### src/rtl/mac_pkg.sv
package mac_pkg;
  typedef enum logic [2:0] {
    OP_CLEAR    = 3'd0,
    OP_LOAD_LO  = 3'd1,
    OP_LOAD_HI  = 3'd2,
    OP_STORE_LO = 3'd3,
    OP_STORE_HI = 3'd4,
    OP_ACCUM    = 3'd5
  } mac_op_e;
endpackage

### src/rtl/mac_fetch_ctrl.sv
module mac_fetch_ctrl #(
  parameter int AW  = 32,
  parameter int OPW = 16
) (
  input  logic           clk,
  input  logic           rst,
  input  logic           start,
  input  logic [AW-1:0]  ptr_a,
  input  logic [AW-1:0]  ptr_b,
  input  logic           same_ptr,
  input  logic           mem_rvalid,
  input  logic [OPW-1:0] mem_rdata,
  output logic           mem_req,
  output logic [AW-1:0]  mem_addr,
  output logic [OPW-1:0] op_a,
  output logic [OPW-1:0] op_b,
  output logic           ops_valid,
  output logic           busy,
  output logic [AW-1:0]  ptr_a_upd,
  output logic [AW-1:0]  ptr_b_upd
);
  localparam logic [AW-1:0] STEP  = AW'(OPW / 8);
  localparam logic [AW-1:0] STEP2 = AW'(2 * (OPW / 8));

  typedef enum logic [1:0] {S_IDLE, S_WAIT_A, S_WAIT_B, S_ADD} fsm_e;
  fsm_e state;
  logic [AW-1:0] second_addr;

  assign busy      = (state != S_IDLE);
  assign ops_valid = (state == S_ADD);

  always_ff @(posedge clk) begin
    if (rst) begin
      state       <= S_IDLE;
      mem_req     <= 1'b0;
      mem_addr    <= '0;
      second_addr <= '0;
      op_a        <= '0;
      op_b        <= '0;
      ptr_a_upd   <= '0;
      ptr_b_upd   <= '0;
    end else begin
      case (state)
        S_IDLE: if (start) begin
          mem_req     <= 1'b1;
          mem_addr    <= ptr_a;
          second_addr <= same_ptr ? ptr_a + STEP : ptr_b;
          ptr_a_upd   <= same_ptr ? ptr_a + STEP2 : ptr_a + STEP;
          ptr_b_upd   <= same_ptr ? ptr_a + STEP2 : ptr_b + STEP;
          state       <= S_WAIT_A;
        end
        S_WAIT_A: begin
          mem_req <= 1'b0;
          if (mem_rvalid) begin
            op_a     <= mem_rdata;
            mem_req  <= 1'b1;
            mem_addr <= second_addr;
            state    <= S_WAIT_B;
          end
        end
        S_WAIT_B: begin
          mem_req <= 1'b0;
          if (mem_rvalid) begin
            op_b  <= mem_rdata;
            state <= S_ADD;
          end
        end
        default: state <= S_IDLE;
      endcase
    end
  end

  // each request lasts a single cycle
  a_r7_single_req: assert property (@(posedge clk) disable iff (rst)
    mem_req |=> !mem_req);
  // separate pointers each advance by one word
  a_r7_ptr_step: assert property (@(posedge clk) disable iff (rst)
    (!busy && start && !same_ptr) |=>
      (ptr_a_upd == $past(ptr_a) + STEP) && (ptr_b_upd == $past(ptr_b) + STEP));
  // a shared pointer advances by two words
  a_r8_same_step: assert property (@(posedge clk) disable iff (rst)
    (!busy && start && same_ptr) |=> (ptr_a_upd == $past(ptr_a) + STEP2));
endmodule

### src/rtl/mac_accum.sv
module mac_accum #(
  parameter int OPW  = 16,
  parameter int ACCW = 42,
  parameter int DW   = 32
) (
  input  logic            clk,
  input  logic            rst,
  input  logic            clr,
  input  logic            ld_lo,
  input  logic            ld_hi,
  input  logic [DW-1:0]   ld_data,
  input  logic            add_en,
  input  logic [OPW-1:0]  op_a,
  input  logic [OPW-1:0]  op_b,
  output logic [ACCW-1:0] acc,
  output logic            ovf
);
  localparam int HIW  = ACCW - DW;
  localparam int PW   = 2 * OPW;
  localparam int TOP  = ACCW - 1;

  logic signed [PW-1:0] prod;
  logic [ACCW-1:0] prod_ext, sum;
  logic add_ovf;

  assign prod     = $signed(op_a) * $signed(op_b);
  assign prod_ext = {{(ACCW-PW){prod[PW-1]}}, prod};
  assign sum      = acc + prod_ext;
  assign add_ovf  = (acc[TOP] == prod_ext[TOP]) && (sum[TOP] != acc[TOP]);

  always_ff @(posedge clk) begin
    if (rst || clr) begin
      acc <= '0;
      ovf <= 1'b0;
    end else if (ld_lo) begin
      acc[DW-1:0] <= ld_data;
      ovf         <= 1'b0;
    end else if (ld_hi) begin
      acc[ACCW-1:DW] <= ld_data[HIW-1:0];
      ovf            <= 1'b0;
    end else if (add_en) begin
      acc <= sum;
      ovf <= ovf | add_ovf;
    end
  end

  // clear empties accumulator and overflow record
  a_r1_clear: assert property (@(posedge clk) disable iff (rst)
    clr |=> (acc == '0) && !ovf);
  // low load takes all data bits and keeps the high piece
  a_r4_load_lo: assert property (@(posedge clk) disable iff (rst)
    (ld_lo && !clr) |=> (acc[DW-1:0] == $past(ld_data)) &&
                        (acc[ACCW-1:DW] == $past(acc[ACCW-1:DW])));
  // overflow record persists until clear or load
  a_r6_sticky: assert property (@(posedge clk) disable iff (rst)
    (ovf && !clr && !ld_lo && !ld_hi) |=> ovf);
  // accumulator holds without a command
  a_r2_hold: assert property (@(posedge clk) disable iff (rst)
    !(clr || ld_lo || ld_hi || add_en) |=> $stable(acc));
endmodule

### src/rtl/mac_flags.sv
module mac_flags #(
  parameter int ACCW = 42,
  parameter int DW   = 32
) (
  input  logic            clk,
  input  logic            rst,
  input  logic            st_lo,
  input  logic            st_hi,
  input  logic            ld_any,
  input  logic [ACCW-1:0] acc,
  input  logic            ovf,
  output logic [DW-1:0]   result,
  output logic            fn,
  output logic            fz,
  output logic            fv,
  output logic            fc
);
  localparam int HIW = ACCW - DW;

  logic [DW-1:0] hi_ext;
  assign hi_ext = {{(DW-HIW){acc[ACCW-1]}}, acc[ACCW-1:DW]};

  always_ff @(posedge clk) begin
    if (rst) begin
      result <= '0;
      fn <= 1'b0; fz <= 1'b0; fv <= 1'b0; fc <= 1'b0;
    end else if (st_lo || st_hi) begin
      result <= st_hi ? hi_ext : acc[DW-1:0];
      fn     <= acc[ACCW-1];
      fz     <= (acc == '0);
      fv     <= ovf;
    end else if (ld_any) begin
      fv <= 1'b0;
      fc <= 1'b0;
    end
  end

  // Z follows the full accumulator
  a_r5_zero: assert property (@(posedge clk) disable iff (rst)
    (st_lo || st_hi) |=> (fz == ($past(acc) == '0)));
  // flags move only on reads and loads
  a_r9_flags_hold: assert property (@(posedge clk) disable iff (rst)
    !(st_lo || st_hi || ld_any) |=> $stable({fn, fz, fv, fc}));
  // high read is sign-extended from the accumulator top bit
  a_r3_hi_sign: assert property (@(posedge clk) disable iff (rst)
    st_hi |=> ($past(acc[ACCW-1]) ? (&result[DW-1:HIW-1]) : !(|result[DW-1:HIW-1])));
endmodule

### src/rtl/mac_split_acc.sv
module mac_split_acc #(
  parameter int OPW  = 16,
  parameter int ACCW = 42,
  parameter int DW   = 32,
  parameter int AW   = 32
) (
  input  logic           clk,
  input  logic           rst,
  input  logic           cmd_valid,
  input  logic [2:0]     cmd_op,
  input  logic [DW-1:0]  cmd_data,
  input  logic [AW-1:0]  ptr_a_in,
  input  logic [AW-1:0]  ptr_b_in,
  input  logic           same_ptr,
  output logic           busy,
  output logic           done,
  output logic [DW-1:0]  result,
  output logic           flag_n,
  output logic           flag_z,
  output logic           flag_v,
  output logic           flag_c,
  output logic [AW-1:0]  ptr_a_out,
  output logic [AW-1:0]  ptr_b_out,
  output logic           mem_req,
  output logic [AW-1:0]  mem_addr,
  input  logic           mem_rvalid,
  input  logic [OPW-1:0] mem_rdata
);
  import mac_pkg::*;

  logic accept, do_clr, do_ld_lo, do_ld_hi, do_st_lo, do_st_hi, do_acc;
  logic ops_valid, ovf;
  logic [OPW-1:0]  op_a, op_b;
  logic [ACCW-1:0] acc;

  assign accept   = cmd_valid && !busy;
  assign do_clr   = accept && (cmd_op == OP_CLEAR);
  assign do_ld_lo = accept && (cmd_op == OP_LOAD_LO);
  assign do_ld_hi = accept && (cmd_op == OP_LOAD_HI);
  assign do_st_lo = accept && (cmd_op == OP_STORE_LO);
  assign do_st_hi = accept && (cmd_op == OP_STORE_HI);
  assign do_acc   = accept && (cmd_op == OP_ACCUM);

  mac_fetch_ctrl #(.AW(AW), .OPW(OPW)) fetch_i (
    .clk(clk), .rst(rst), .start(do_acc),
    .ptr_a(ptr_a_in), .ptr_b(ptr_b_in), .same_ptr(same_ptr),
    .mem_rvalid(mem_rvalid), .mem_rdata(mem_rdata),
    .mem_req(mem_req), .mem_addr(mem_addr),
    .op_a(op_a), .op_b(op_b), .ops_valid(ops_valid), .busy(busy),
    .ptr_a_upd(ptr_a_out), .ptr_b_upd(ptr_b_out)
  );

  mac_accum #(.OPW(OPW), .ACCW(ACCW), .DW(DW)) accum_i (
    .clk(clk), .rst(rst), .clr(do_clr), .ld_lo(do_ld_lo), .ld_hi(do_ld_hi),
    .ld_data(cmd_data), .add_en(ops_valid), .op_a(op_a), .op_b(op_b),
    .acc(acc), .ovf(ovf)
  );

  mac_flags #(.ACCW(ACCW), .DW(DW)) flags_i (
    .clk(clk), .rst(rst), .st_lo(do_st_lo), .st_hi(do_st_hi),
    .ld_any(do_ld_lo || do_ld_hi), .acc(acc), .ovf(ovf),
    .result(result), .fn(flag_n), .fz(flag_z), .fv(flag_v), .fc(flag_c)
  );

  always_ff @(posedge clk) begin
    if (rst) done <= 1'b0;
    else     done <= ops_valid || do_clr || do_ld_lo || do_ld_hi || do_st_lo || do_st_hi;
  end

  // done follows the registered sum of an accumulate
  a_r9_done_after_add: assert property (@(posedge clk) disable iff (rst)
    ops_valid |=> done);
  // unused opcodes give no completion
  a_r10_bad_op: assert property (@(posedge clk) disable iff (rst)
    (cmd_valid && !busy && (cmd_op > 3'd5) && !ops_valid) |=> !done);
endmodule

### config.mk
export PLATFORM = sky130hd
export DESIGN_NAME = mac_split_acc
export DESIGN_NICKNAME = d
export VERILOG_FILES = /design/src/rtl/mac_pkg.sv /design/src/rtl/mac_fetch_ctrl.sv /design/src/rtl/mac_accum.sv /design/src/rtl/mac_flags.sv /design/src/rtl/mac_split_acc.sv
export SDC_FILE = /design/constraint.sdc
export NUM_CORES = 1
export LEC_CHECK = 0
export BUFFER_PORTS_ARGS = -buffer_cell sky130_fd_sc_hd__buf_4
export CORE_UTILIZATION = 25
export DETAILED_ROUTE_END_ITERATION = 8
export PLACE_DENSITY_LB_ADDON = 0.12
export SLEW_MARGIN = 20
export SYNTH_ARGS = -nofsm -noshare
export SYNTH_HDL_FRONTEND = slang
export SYNTH_SLANG_ARGS = --single-unit
### constraint.sdc
create_clock -name clk -period 20.7 [get_ports clk]
set_input_delay 3.105 -clock clk [delete_from_list [all_inputs] [get_ports clk]]
set_output_delay 3.105 -clock clk [all_outputs]
set_load 0.02 [all_outputs]
# Word-level counts from Yosys, hierarchy flattened
# Cells that the tools add are included.
# classes
n_reduce_logical	35
multipliers	1
n_eq_ne	14
bitwise	2
addsub	4
muxes	20
# ops
operator	count
32-bit two-way mux	8
32-bit by 2-bit adder with 32-bit output (second input constant)	2
32-bit case mux with 2 select lines	1
42-bit adder	1
42-bit zero test	1
42-bit two-way mux	1
32-bit by 3-bit adder with 32-bit output (second input constant)	1
16-bit by 16-bit multiplier with 32-bit output	1
2-bit AND reduction	6
10-bit two-way mux	1
2-bit nonzero test	5
1-bit logical AND	8
1-bit logical OR	8
2-bit != test (second input constant)	4
3-bit by 2-bit == test with 1-bit output (second input constant)	2
3-bit == test (second input constant)	2
2-bit two-way mux	3
2-bit case mux with 3 select lines	1
3-bit AND reduction	2
2-bit == test (second input constant)	2
1-bit two-way mux	4
3-bit by 1-bit == test with 1-bit output (second input constant)	1
3-bit zero test	1
1-bit case mux with 3 select lines	1
other kinds (9)	9
# word_totals
reg_bits	242
wordCells	92
out_inout_bits	135
inputBits	120

# Longest topological paths before layout
# Gate-level depths: netlist of the first run.
# depth
depth_word	9
depth_mapped	36
ltp_nobuf	35

# Cells and area by module
# A second synthesis of the first run with hierarchy kept.
# hier_totals
cells_unflattened	2995
hier_area_um2	24492.2
# by_module_without_submodules
module	cells_each	area_per_inst_um2	n_inst	seq_area_each_um2
mac_accum	1662	13905.8	1	860.8
mac_fetch_ctrl	1134	8932.3	1	3243.1
mac_flags	182	1526.5	1	700.7
mac_split_acc	17	127.6	1	20.0

# Worst setup path before layout of the first run
# No wires, ideal clock.
# synth_timing
path_kind	flip-flop to flip-flop
start	reg fetch_i.op_a[15]
end	reg accum_i.acc[41]
path_stages_with_launch	30
path_slack_ns	12.640
arrival_ns	7.942
period_less_slack_ns	8.060
setup_time_ns	0.118
cell_sequence	dfxtp_1 clkbuf_1 nand2_1 fa_1 inv_1 fa_1 fa_1 fa_1 fa_1 inv_1 fa_1 inv_1 ha_1 a21o_1 a31oi_1 inv_1 nor3_1 a21oi_2 o41a_1 nand4_2 ha_1 a21oi_1 o21bai_1 a21oi_1 o21ai_0 a221o_1 a21o_1 xnor2_1 mux2i_1 nor2_1
# synth_via
elab_chain_cells	4
# synth_lines
element	line_no	rtl
start, declared	mac_fetch_ctrl.sv:15	output logic [OPW-1:0] op_a,
start signal, assigned	mac_fetch_ctrl.sv:55	op_a <= mem_rdata;
16-bit by 16-bit multiplier with 32-bit output	mac_accum.sv:26	assign prod = $signed(op_a) * $signed(op_b);
42-bit adder	mac_accum.sv:28	assign sum = acc + prod_ext;
42-bit two-way mux	mac_accum.sv:41	end else if (add_en) begin
10-bit two-way mux	mac_accum.sv:38	end else if (ld_hi) begin
end signal, assigned by index	mac_accum.sv:36	acc[DW-1:0] <= ld_data;
end signal, assigned by index	mac_accum.sv:39	acc[ACCW-1:DW] <= ld_data[HIW-1:0];
end signal, assigned	mac_accum.sv:42	acc <= sum;
end, declared	mac_accum.sv:15	output logic [ACCW-1:0] acc,
# Every way passes these cells. The select of a mux whose other input is x is not followed.
# A chain may end at the register's enable or synchronous reset.

# Worst setup path after layout of the first run
# layout_timing
start	reg fetch_i.op_b[4]
end	reg accum_i.acc[41]
# layout_via
elab_chain_cells	4
# layout_lines
element	line_no	rtl
start, declared	mac_fetch_ctrl.sv:16	output logic [OPW-1:0] op_b,
start signal, assigned	mac_fetch_ctrl.sv:64	op_b <= mem_rdata;
16-bit by 16-bit multiplier with 32-bit output	mac_accum.sv:26	
42-bit adder	mac_accum.sv:28	
42-bit two-way mux	mac_accum.sv:41	
10-bit two-way mux	mac_accum.sv:38	
# Every way passes these cells. The select of a mux whose other input is x is not followed.

==> results of run 1 <==
[registers in the layout (all words and copies together), names as in the netlist]
name and flops:
fetch_i.ptr_a_upd 32, done 1, flags_i.result 32, flags_i.fn 1
flags_i.fz 1, fetch_i.state 2, flags_i.fv 1, fetch_i.ptr_b_upd 32
fetch_i.second_addr 31, fetch_i.op_b 16, fetch_i.op_a 16, accum_i.acc 42
fetch_i.mem_req 1, fetch_i.mem_addr 32, accum_i.ovf 1
[critical path, delay by kind of cell (launching register included)]
kind / cells / cell delay (ps)
buf+inv: 4 / 280
simple gates: 4 / 870
mux: 1 / 210
fa+ha+maj: 8 / 4360
flops: 1 / 800
compound gates: 10 / 2160
xor+xnor: 1 / 180
[layout by cell type (no fill, tap or decap), drive strengths merged, types with 48 or more instances in the layout]
| cell | n |
|---|---|
| inv | 334 |
| a211oi | 105 |
| o21ai | 77 |
| fa | 263 |
| mux2i | 58 |
| nor2 | 279 |
| buf | 276 |
| nand2 | 356 |
| nor3 | 58 |
| ha | 131 |
| xnor2 | 84 |
| xor2 | 78 |
| and2 | 135 |
| nand3 | 49 |
| clkbuf | 48 |
| dfxtp | 241 |
| a21oi | 214 |
[worst paths after layout]
path / start / endpoint / slack [ps] / depth (start not counted)
max: fetch_i.op_b[4] / accum_i.acc[41] / 11710 / 28
min: fetch_i.ptr_b_upd[31] / fetch_i.ptr_b_upd[31] / 440 / 2
max reg2reg: fetch_i.op_b[4] / accum_i.acc[41] / 11710 / 28
min reg2reg: fetch_i.ptr_b_upd[31] / fetch_i.ptr_b_upd[31] / 440 / 2
[routing by layer]
layer  wire length, um  global-route usage  share of wire  vias up
met5                87                   0         0.0010        -
li1                  -                   -              -     9793
met1             38200               0.238           0.45     9985
met4              1410              0.0319          0.016       12
met2             41600               0.303           0.49      465
met3              4370              0.0328          0.051       88
[logic make-up after synthesis]
kind of cell	after synthesis	share of synthesized area
other	1	0.000159
AOI/OAI and AO/OA	537	0.144
and+or+nand+nor	1004	0.195
muxes	58	0.0246
xor gates and xnor gates	162	0.0600
DFF	241	0.204
adders and majority gates	394	0.292
buffers and inverters	500	0.0802
[stage by stage]
stage / worst slack (ps) / cell area (um2) / hold WS, ps / util
2_1_floorplan: 12640 / 23600 / 432 / -
4_1_cts: 11590 / 27800 / 446 / 0.298
5_1_grt: 10970 / 27800 / 473 / 0.298
3_3_place_gp: 11530 / 26700 / 438 / 0.285
3_5_place_dp: 11610 / 26700 / 438 / 0.285
6_report: 11710 / 27800 / 441 / 0.298
[cell type report]
type	instances	area (um2)	area share
timing repair buffer	276	2080	0.0746
multi-input combinational	2156	17000	0.610
tap	1254	1570	0.0564
clock inverter	12	169	0.00607
clock buffer	48	963	0.0346
sequential	241	4820	0.173
antenna	1	2.50	0.0000899
inverter	333	1250	0.0449
[power breakdown]
group / internal, W / switching [W]
Sequential: 0.000521 / 0.0000636
Clock: 0.000364 / 0.000255
Combinational: 0.000182 / 0.000305
Total: 0.00107 / 0.000624
==> summary.md, run 1 <==
| Metric | Value |
|---|---|
| Sum of routed wire length over all layers | ~86 mm |
| Clock tree root buffer cell | sky130_fd_sc_hd__clkbuf_16 |
| Result of the run | finished, final reports clean |
| Number of global-route vias before repair | ~21,000 |
| EDFF count, synth | 0 |
| H-Tree Depth | 2 |
| Setup repair after global routing missed its margin | no |
| Fmax | roughly 0.11 GHz |
| Count of hold buffers inserted by post-cts repair | 0 |
| Non-filler cells, final | between 4,000 and 5,000 |
| Detail Route Antenna Nets | 0 |
| Number of vias after detailed routing | between 20,000 and 25,000 |
| Largest net degree at the start of global routing | 75 |
| Total instance count after detailed placement | between 4,000 and 5,000 |
| Post-synth top flop | sky130_fd_sc_hd__dfxtp_1 |
| Final setup violation count | 0 |
| Count of routing violations after the opening detailed-route iteration | about 1,100 |
| Count leader, synth | sky130_fd_sc_hd__nand2_1 |
| Proportion of synthesized chip area in sequential cells | 0.204 |
| Total of warnings raised by yosys | 0 |
| Routability congestion estimate | about 0.86 |
| Starting density of the core | 0.253 |
| Area added between synthesis and finish | 17.7% |
| Worst slew margin relative to its limit | 0.261 |
| Setup tns final | 0 ps |
| Post-synthesis instance total | between 2,000 and 3,000 |
| Category of the worst setup path capture point | register |
| Netlist area before placement | about 24,000 um2 |
| Asr flop ratio synth | 0 |
| Period utilisation layout | 0.434 |
| DRC viols | 0 |
| Top-area cell type share of the netlist area | 0.223 |
| Yosys cell types | 69 |
| Clock-pin slew of the registers on the worst-case setup and hold paths | 60 ps |
| Cell Pwr Density | around 61 nW/um2 |
| Longest individual stage delay on the worst path | roughly 940 ps |
| Wire per inst | around 20 um |
| Detail Placement HPWL | roughly 66 mm |
| Post-Synthesis Mean Instance Area | slightly above 8 um2 |
| Worst path arrival time | 9430 ps |
| Die X | slightly above 300 um |
| Nets | around 3,600 |
| Clock tree from TritonCTS | built |
| GRT Total Usage | 0.179 |
| # clock sinks | 241 |
| Cell with the largest stage delay on the worst path | sky130_fd_sc_hd__fa_1 |
| Buffers from clock root to sink, at most | 3 |
| Ranking of synthesized cells by instance count | sky130_fd_sc_hd__nand2_1, sky130_fd_sc_hd__inv_1, sky130_fd_sc_hd__nor2_1 |
| Via/cell ratio | around 4.7 |
| Number of filler cells placed in the layout | just over 10,000 |
| Most common cell on crit path | sky130_fd_sc_hd__fa_1 |
| Max capacitance violation total | 0 |
| Net count after synthesis | 3,411 |
| Min cycle time layout | ~9000 ps |
| Num ports | 255 |
| Worst Clk Skew | 25.4 ps |
| Maximum vdd ir drop | 0.0452 mV |
| Count of buffers inserted at the top-level ports | between 200 and 300 |
| Global-route wire length before repair | around 130 mm |
| Full die area | between 90,000 and 100,000 um2 |
| Post-CTS setup buffer count | 0 |
| Rows | between 100 and 150 |
| Core area | around 93,000 um2 |
| Pins over their slew limit | 0 |
| Skew-Pair Late Insertion Delay | 560 ps |
| Cell leakage power | between 10 and 15 nW |
| Startpoint class of the critical path | register |
| Data required time of the critical path | between 20,000 and 25,000 ps |
| Maximum fanout count along the critical path | 17 |
| Antenna violations before repair | 8 |
| Class of the most critical hold timing path | register to register |
| Actual transition at the worst max-transition pin | around 1100 ps |
| Post-cts gate resize count | 0 |
| Total power of the final layout | between 0.0015 and 0.002 W |
| Overall die height | ~310 um |
| Cell types with the largest area share after synthesis | sky130_fd_sc_hd__fa_1, sky130_fd_sc_hd__dfxtp_1, sky130_fd_sc_hd__ha_1 |
| Number of hold-slack violations in the final timing report | 0 |
| Critical Setup Path Class | register to register |
| Num CTS Buffers | 34 |
| TritonRoute pass-1 iters | 5 |
| Grt ovf | 0 |
| Top cell type by total area after synthesis | sky130_fd_sc_hd__fa_1 |
| Number of flip-flops and latches in the synthesized netlist | approximately 240 |
| Layout cells sized above 1 | 0.115 |
No activity file was read; power rests on OpenSTA's default activity.
==> inputs of run 2 (changes only) <==
clock period = 8.6 ns   (was 20.7 ns; I/O delays follow)
==> summary.md, run 2 (synthesis gave the netlist of run 1 again) <==
| Metric | Value |
|---|---|
| Cell family contributing the most delay on the critical path | adder cells |
| Fin Hold WS | roughly 430 ps |
| Critical Setup Path Class | register to register |
| Number of hold-slack violations in the final timing report | 0 |
| Sw Ratio | 0.362 |
| Buffer and inverter count on the worst path | 6 |
| Sequential power share | 0.340 |
| Layout cells sized above 1 | 0.146 |
| Core area | about 93,000 um2 |
| Combinational group share of total power | 0.305 |
| Startpoint class of the critical path | register |
| Clock Power Share | 0.355 |
| Wire per inst | slightly below 20 um |
| Category of the worst setup path capture point | register |
| Full die area | 95,800 um2 |
| Count of routing violations after the opening detailed-route iteration | between 1,000 and 1,500 |
| GRT Total Usage | 0.177 |
| Num CTS Buffers | 31 |
| Largest net degree at the start of global routing | 92 |
| Cell with the largest stage delay on the worst path | sky130_fd_sc_hd__fa_1 |
| Worst path arrival time | ~8700 ps |
| Power spent charging and discharging nets | roughly 0.0015 W |
| Period utilisation layout | 0.949 |
| Antenna violations before repair | 6 |
| Worst Clk Skew | 16.2 ps |
| Detail Placement HPWL | about 68 mm |
| Clock tree from TritonCTS | built |
| Number of flip-flops under the largest register name | 42 |
| Number of diodes added for antenna fixing | 0 |
| Class of the most critical hold timing path | register to register |
| Final Cell Area | between 20,000 and 30,000 um2 |
| # clock sinks | 241 |
| Number of vias after detailed routing | 20,500 |
| Total power of the final layout | a little over 0.004 W |
| Via/cell ratio | roughly 4.7 |
| Global-route wire length before repair | 130 mm |
| Count of buffers inserted at the top-level ports | approximately 250 |
| Num ports | between 200 and 300 |
| Sum of routed wire length over all layers | 84.9 mm |
| Multi-input gate area | 17,000 um2 |
| Number of filler cells placed in the layout | just over 10,000 |
| Result of the run | finished, final reports clean |
| Maximum vdd ir drop | between 0.1 and 0.15 mV |
| Fmax | approximately 0.12 GHz |
| Longest individual stage delay on the worst path | ~560 ps |
| Worst slew margin relative to its limit | 0.304 |
| Cell Pwr Density | roughly 140 nW/um2 |
| Clock-pin slew of the registers on the worst-case setup and hold paths | approximately 60 ps |
| Cell area after placement | roughly 27,000 um2 |
| Rows | around 110 |
| Grt ovf | 0 |
| Data required time of the critical path | about 9100 ps |
| Pins over their slew limit | 0 |
| Register with the highest flop count | accum_i.acc |
| Detail Route Antenna Nets | 0 |
| Cell leakage power | approximately 13 nW |
| H-Tree Depth | 1 |
| Buffers from clock root to sink, at most | 3 |
| Most common cell on crit path | sky130_fd_sc_hd__fa_1 |
| Int Power | 0.00259 W |
| Maximum fanout count along the critical path | 11 |
| Area added between synthesis and finish | 20.6% |
| Register cell area after layout | about 5000 um2 |
| Nets | 3,631 |
| Overall die height | between 300 and 400 um |
| Setup repair after global routing missed its margin | yes |
| Actual transition at the worst max-transition pin | between 1000 and 1500 ps |
| TritonRoute pass-1 iters | 5 |
| Starting density of the core | 0.253 |
| Number of global-route vias before repair | approximately 21,000 |
| Clock tree root buffer cell | sky130_fd_sc_hd__clkbuf_16 |
| Commonest non-fill, non-tap cells in the layout | sky130_fd_sc_hd__nand2_1, sky130_fd_sc_hd__buf_4, sky130_fd_sc_hd__inv_1 |
| Skew-Pair Late Insertion Delay | about 610 ps |
| Min cycle time layout | 8160 ps |
| Final setup violation count | 0 |
| Routability congestion estimate | roughly 0.86 |
| Die X | about 310 um |
| Final Util | 0.305 |
| DRC viols | 0 |
| Max capacitance violation total | 0 |
| Most frequent standard cell in the layout excluding fill and tap cells | sky130_fd_sc_hd__nand2_1 |
[run 2: cell types whose count changed in the layout (fill, tap and decap cells not counted), sizes merged]
cell	delta
clkinvlp	+2
bufinv	+2
clkbuf	-6
inv	-1
buf	+78
diode	-1
[run 2: final timing paths]
kind / slack (ps) / cells after the start / endpoint / from
setup / recovery: 440 / 31 / accum_i.acc[36] / fetch_i.op_a[7]
setup reg to reg: 440 / 31 / accum_i.acc[36] / fetch_i.op_a[7]
hold reg to reg: 430 / 2 / fetch_i.ptr_b_upd[27] / fetch_i.ptr_b_upd[27]
hold / removal: 430 / 2 / fetch_i.ptr_b_upd[27] / fetch_i.ptr_b_upd[27]
[run 2: power groups by stage]
stage | sequential, W | combinational (W) | clock (W)
6_report | 0.00138 | 0.00124 | 0.00144
5_1_grt | 0.00140 | 0.00136 | 0.00154
4_1_cts | 0.00138 | 0.00126 | 0.00149
3_5_place_dp | 0.00140 | 0.00125 | 0
3_3_place_gp | 0.00141 | 0.00126 | 0
2_1_floorplan | 0.00147 | 0.000612 | 0
[run 2: area by class of cell]
type | count | area share
clock buffers | 42 | 0.0308
clock inverters | 15 | 0.00821
inverters | 333 | 0.0440
multi-input cells | 2156 | 0.597
flip-flops and latches | 241 | 0.170
well taps | 1254 | 0.0550
repair buffers | 354 | 0.0942
[run 2: tightest hold or removal path: stages, from the launching register on]
cell and delay, ps:
sky130_fd_sc_hd__dfxtp_1 310, sky130_fd_sc_hd__nand2_1 50, sky130_fd_sc_hd__nand2_1 40
[run 2: timing repair]
item,in CTS,in global routing
setup endpoints to repair,1,18
setup buffers,0,8
resized for setup,2,35
hold buffers,0,0
pin swaps,0,4
[run 2: through the flow]
stage / setup TNS, ps / std cells / worst slack (ps)
global placement: 0 / 4330 / 24.2
CTS: 0 / 4387 / 15.8
detailed placement: -22.1 / 4330 / -22.1
finish: 0 / 4395 / 435
global route: -32.9 / 4395 / -22.6
floorplan: 0 / 2897 / 540
[run 2: layer usage]
metal,share of wire,vias to the layer above,GRT usage
met3,0.048,87,0.0297
met4,0.014,12,0.0257
met5,0.00092,-,0
met2,0.49,395,0.303
met1,0.45,10000,0.236
li1,-,9951,-
==> inputs of run 3 (changes only) <==
RECOVER_POWER = 50   (was not set)
SETUP_SLACK_MARGIN = 0.5   (was not set)
==> summary.md, run 3 (synthesis gave the netlist of run 1 again) <==
| Metric | Value |
|---|---|
| Result of the run | finished with violations |
| Antenna violations before repair | 5 |
| Most common cell on crit path | sky130_fd_sc_hd__fa_1 |
| Skew-Pair Late Insertion Delay | roughly 620 ps |
| Clock Power Share | 0.359 |
| Category of the worst setup path capture point | register |
| H-Tree Depth | 1 |
| Number of diodes added for antenna fixing | 0 |
| Setup tns final | 0 ps |
| Rows | between 100 and 150 |
| Longest individual stage delay on the worst path | 540 ps |
| Number of flip-flops under the largest register name | 42 |
| Maximum vdd ir drop | between 0.1 and 0.15 mV |
| Area added between synthesis and finish | 23.0% |
| TritonRoute pass-1 iters | 5 |
| Actual transition at the worst max-transition pin | just under 5000 ps |
| GRT Total Usage | 0.178 |
| Non-filler cells, final | 4,439 |
| Number of vias after detailed routing | approximately 21,000 |
| Count of routing violations after the opening detailed-route iteration | 1,221 |
| Buffers from clock root to sink, at most | 3 |
| Power spent charging and discharging nets | between 0.001 and 0.0015 W |
| Final setup violation count | 0 |
| Die X | between 300 and 400 um |
| Clock-pin slew of the registers on the worst-case setup and hold paths | approximately 70 ps |
| Worst slew margin relative to its limit | -2.26 |
| Sw Ratio | 0.368 |
| Nets | 3,675 |
| Cell with the largest stage delay on the worst path | sky130_fd_sc_hd__fa_1 |
| Commonest non-fill, non-tap cells in the layout | sky130_fd_sc_hd__nand2_1, sky130_fd_sc_hd__inv_1, sky130_fd_sc_hd__nor2_1 |
| Fin Hold WS | roughly 430 ps |
| Cell leakage power | approximately 13 nW |
| Max capacitance violation total | 7 |
| # clock sinks | ~240 |
| Cell Pwr Density | roughly 140 nW/um2 |
| Total instance count after detailed placement | between 4,000 and 5,000 |
| Critical path startpoint | fetch_i.op_b[6] |
| Global-route wire length before repair | about 130 mm |
| Failing checks | max-capacitance violations, max-slew violations |
| Class of the most critical hold timing path | register to register |
| Pins over their slew limit | between 300 and 400 |
| Sequential power share | 0.342 |
| Critical Setup Path Class | register to register |
| Number of hold-slack violations in the final timing report | 0 |
| Buffer and inverter count on the worst path | 6 |
| DRC viols | 0 |
| Starting density of the core | 0.253 |
| Routability congestion estimate | roughly 0.86 |
| Sum of routed wire length over all layers | between 80 and 90 mm |
| Worst path arrival time | around 8400 ps |
| Num ports | approximately 260 |
| Combinational group share of total power | 0.300 |
| Detail Placement HPWL | roughly 68 mm |
| Data required time of the critical path | ~9100 ps |
| Cell family contributing the most delay on the critical path | adder cells |
| Num CTS Buffers | 31 |
| Layout cells sized above 1 | 0.153 |
| Grt ovf | 0 |
| Via/cell ratio | roughly 4.7 |
| Core area | just over 90,000 um2 |
| Count of hold buffers inserted by post-cts repair | 0 |
| Clock tree from TritonCTS | built |
| Clock tree root buffer cell | sky130_fd_sc_hd__clkbuf_16 |
| Detail Route Antenna Nets | 0 |
| Startpoint class of the critical path | register |
| Worst Clk Skew | around 16 ps |
| Largest net degree at the start of global routing | 92 |
| Full die area | between 90,000 and 100,000 um2 |
| Min cycle time layout | 7860 ps |
| Setup repair after global routing missed its margin | yes |
| Maximum fanout count along the critical path | 8 |
| Number of global-route vias before repair | approximately 21,000 |
| Min-Delay Startpoint | fetch_i.ptr_b_upd[27] |
| Register with the highest flop count | accum_i.acc |
| Number of filler cells placed in the layout | about 10,000 |
| Int Power | between 0.002 and 0.003 W |
| Count of buffers inserted at the top-level ports | 253 |
| Fmax | about 0.13 GHz |
| Overall die height | slightly above 300 um |
| Wire per inst | between 15 and 20 um |
| Most frequent standard cell in the layout excluding fill and tap cells | sky130_fd_sc_hd__nand2_1 |
| Period utilisation layout | 0.914 |
| R2r startpoint | fetch_i.op_b[6] |
==> run 3: cell count changes in the layout (fill, tap and decap cells not counted), moves of 12 or more <==
| cell | change |
|---|---|
| sky130_fd_sc_hd__ha_4 | +14 |
| sky130_fd_sc_hd__a21oi_2 | +15 |
| sky130_fd_sc_hd__ha_1 | -25 |
| sky130_fd_sc_hd__buf_4 | -106 |
| sky130_fd_sc_hd__a21oi_1 | -17 |
| sky130_fd_sc_hd__fa_1 | -15 |
| sky130_fd_sc_hd__fa_2 | +15 |
| sky130_fd_sc_hd__clkbuf_1 | +131 |
| sky130_fd_sc_hd__dfxtp_4 | +12 |
| sky130_fd_sc_hd__dfxtp_1 | -12 |
==> run 3: repair_timing <==
item,4_1_cts,5_1_grt
gates cloned,0,1
endpoints found under the setup margin,18,20
pin swaps,10,116
setup buffers,7,44
gates resized for setup,53,156
==> run 3: area by class of cell <==
type                            instances  area (um2)  area share
Tap cell                             1254        1570      0.0540
Clock inverter                         15         234     0.00805
Clock buffer                           42         877      0.0302
Sequential cell                       241        4900       0.169
Multi-Input combinational cell       2156       17600       0.604
Inverter                              333        1250      0.0431
Timing Repair Buffer                  398        2670      0.0917
==> run 3: path summary, 6_finish.rpt <==
kind	endpoint	cells after the start	slack, ps
setup / recovery	accum_i.acc[41]	31	740
hold reg to reg	fetch_i.ptr_b_upd[27]	2	430
hold / removal	fetch_i.ptr_b_upd[27]	2	430
setup reg to reg	accum_i.acc[41]	31	740
==> run 3: metal layers <==
metal / track usage / vias up / wire length [um]
met5: 0 / - / 64
met4: 0.0274 / 10 / 1380
met3: 0.0296 / 97 / 4040
met2: 0.304 / 425 / 42000
met1: 0.237 / 10200 / 38500
li1: - / 10000 / -
==> run 3: metrics by stage <==
step / area (um2) / power [W] / util / worst slack (ps)
floorplan: 23600 / 0.00209 / - / 540
global placement: 27200 / 0.00266 / 0.291 / 24.2
detailed placement: 27200 / 0.00265 / 0.291 / -22.1
CTS: 28600 / 0.00414 / 0.306 / 511
global route: 29100 / 0.00426 / 0.311 / 257
finish: 29100 / 0.00402 / 0.311 / 740
==> run 3: tightest hold or removal path: stages, from the launching register on <==
cell	delay (ps)
sky130_fd_sc_hd__dfxtp_1	310
sky130_fd_sc_hd__nand2_1	50
sky130_fd_sc_hd__nand2_1	40
==> run 3: power groups by stage <==
| stage | Sequential [W] | Combinational [W] | Clock [W] |
|---|---|---|---|
| after floorplan | 0.00147 | 0.000612 | 0 |
| after global placement | 0.00141 | 0.00126 | 0 |
| after detailed placement | 0.00140 | 0.00125 | 0 |
| after CTS | 0.00138 | 0.00126 | 0.00149 |
| after global routing | 0.00139 | 0.00132 | 0.00154 |
| final | 0.00137 | 0.00120 | 0.00144 |
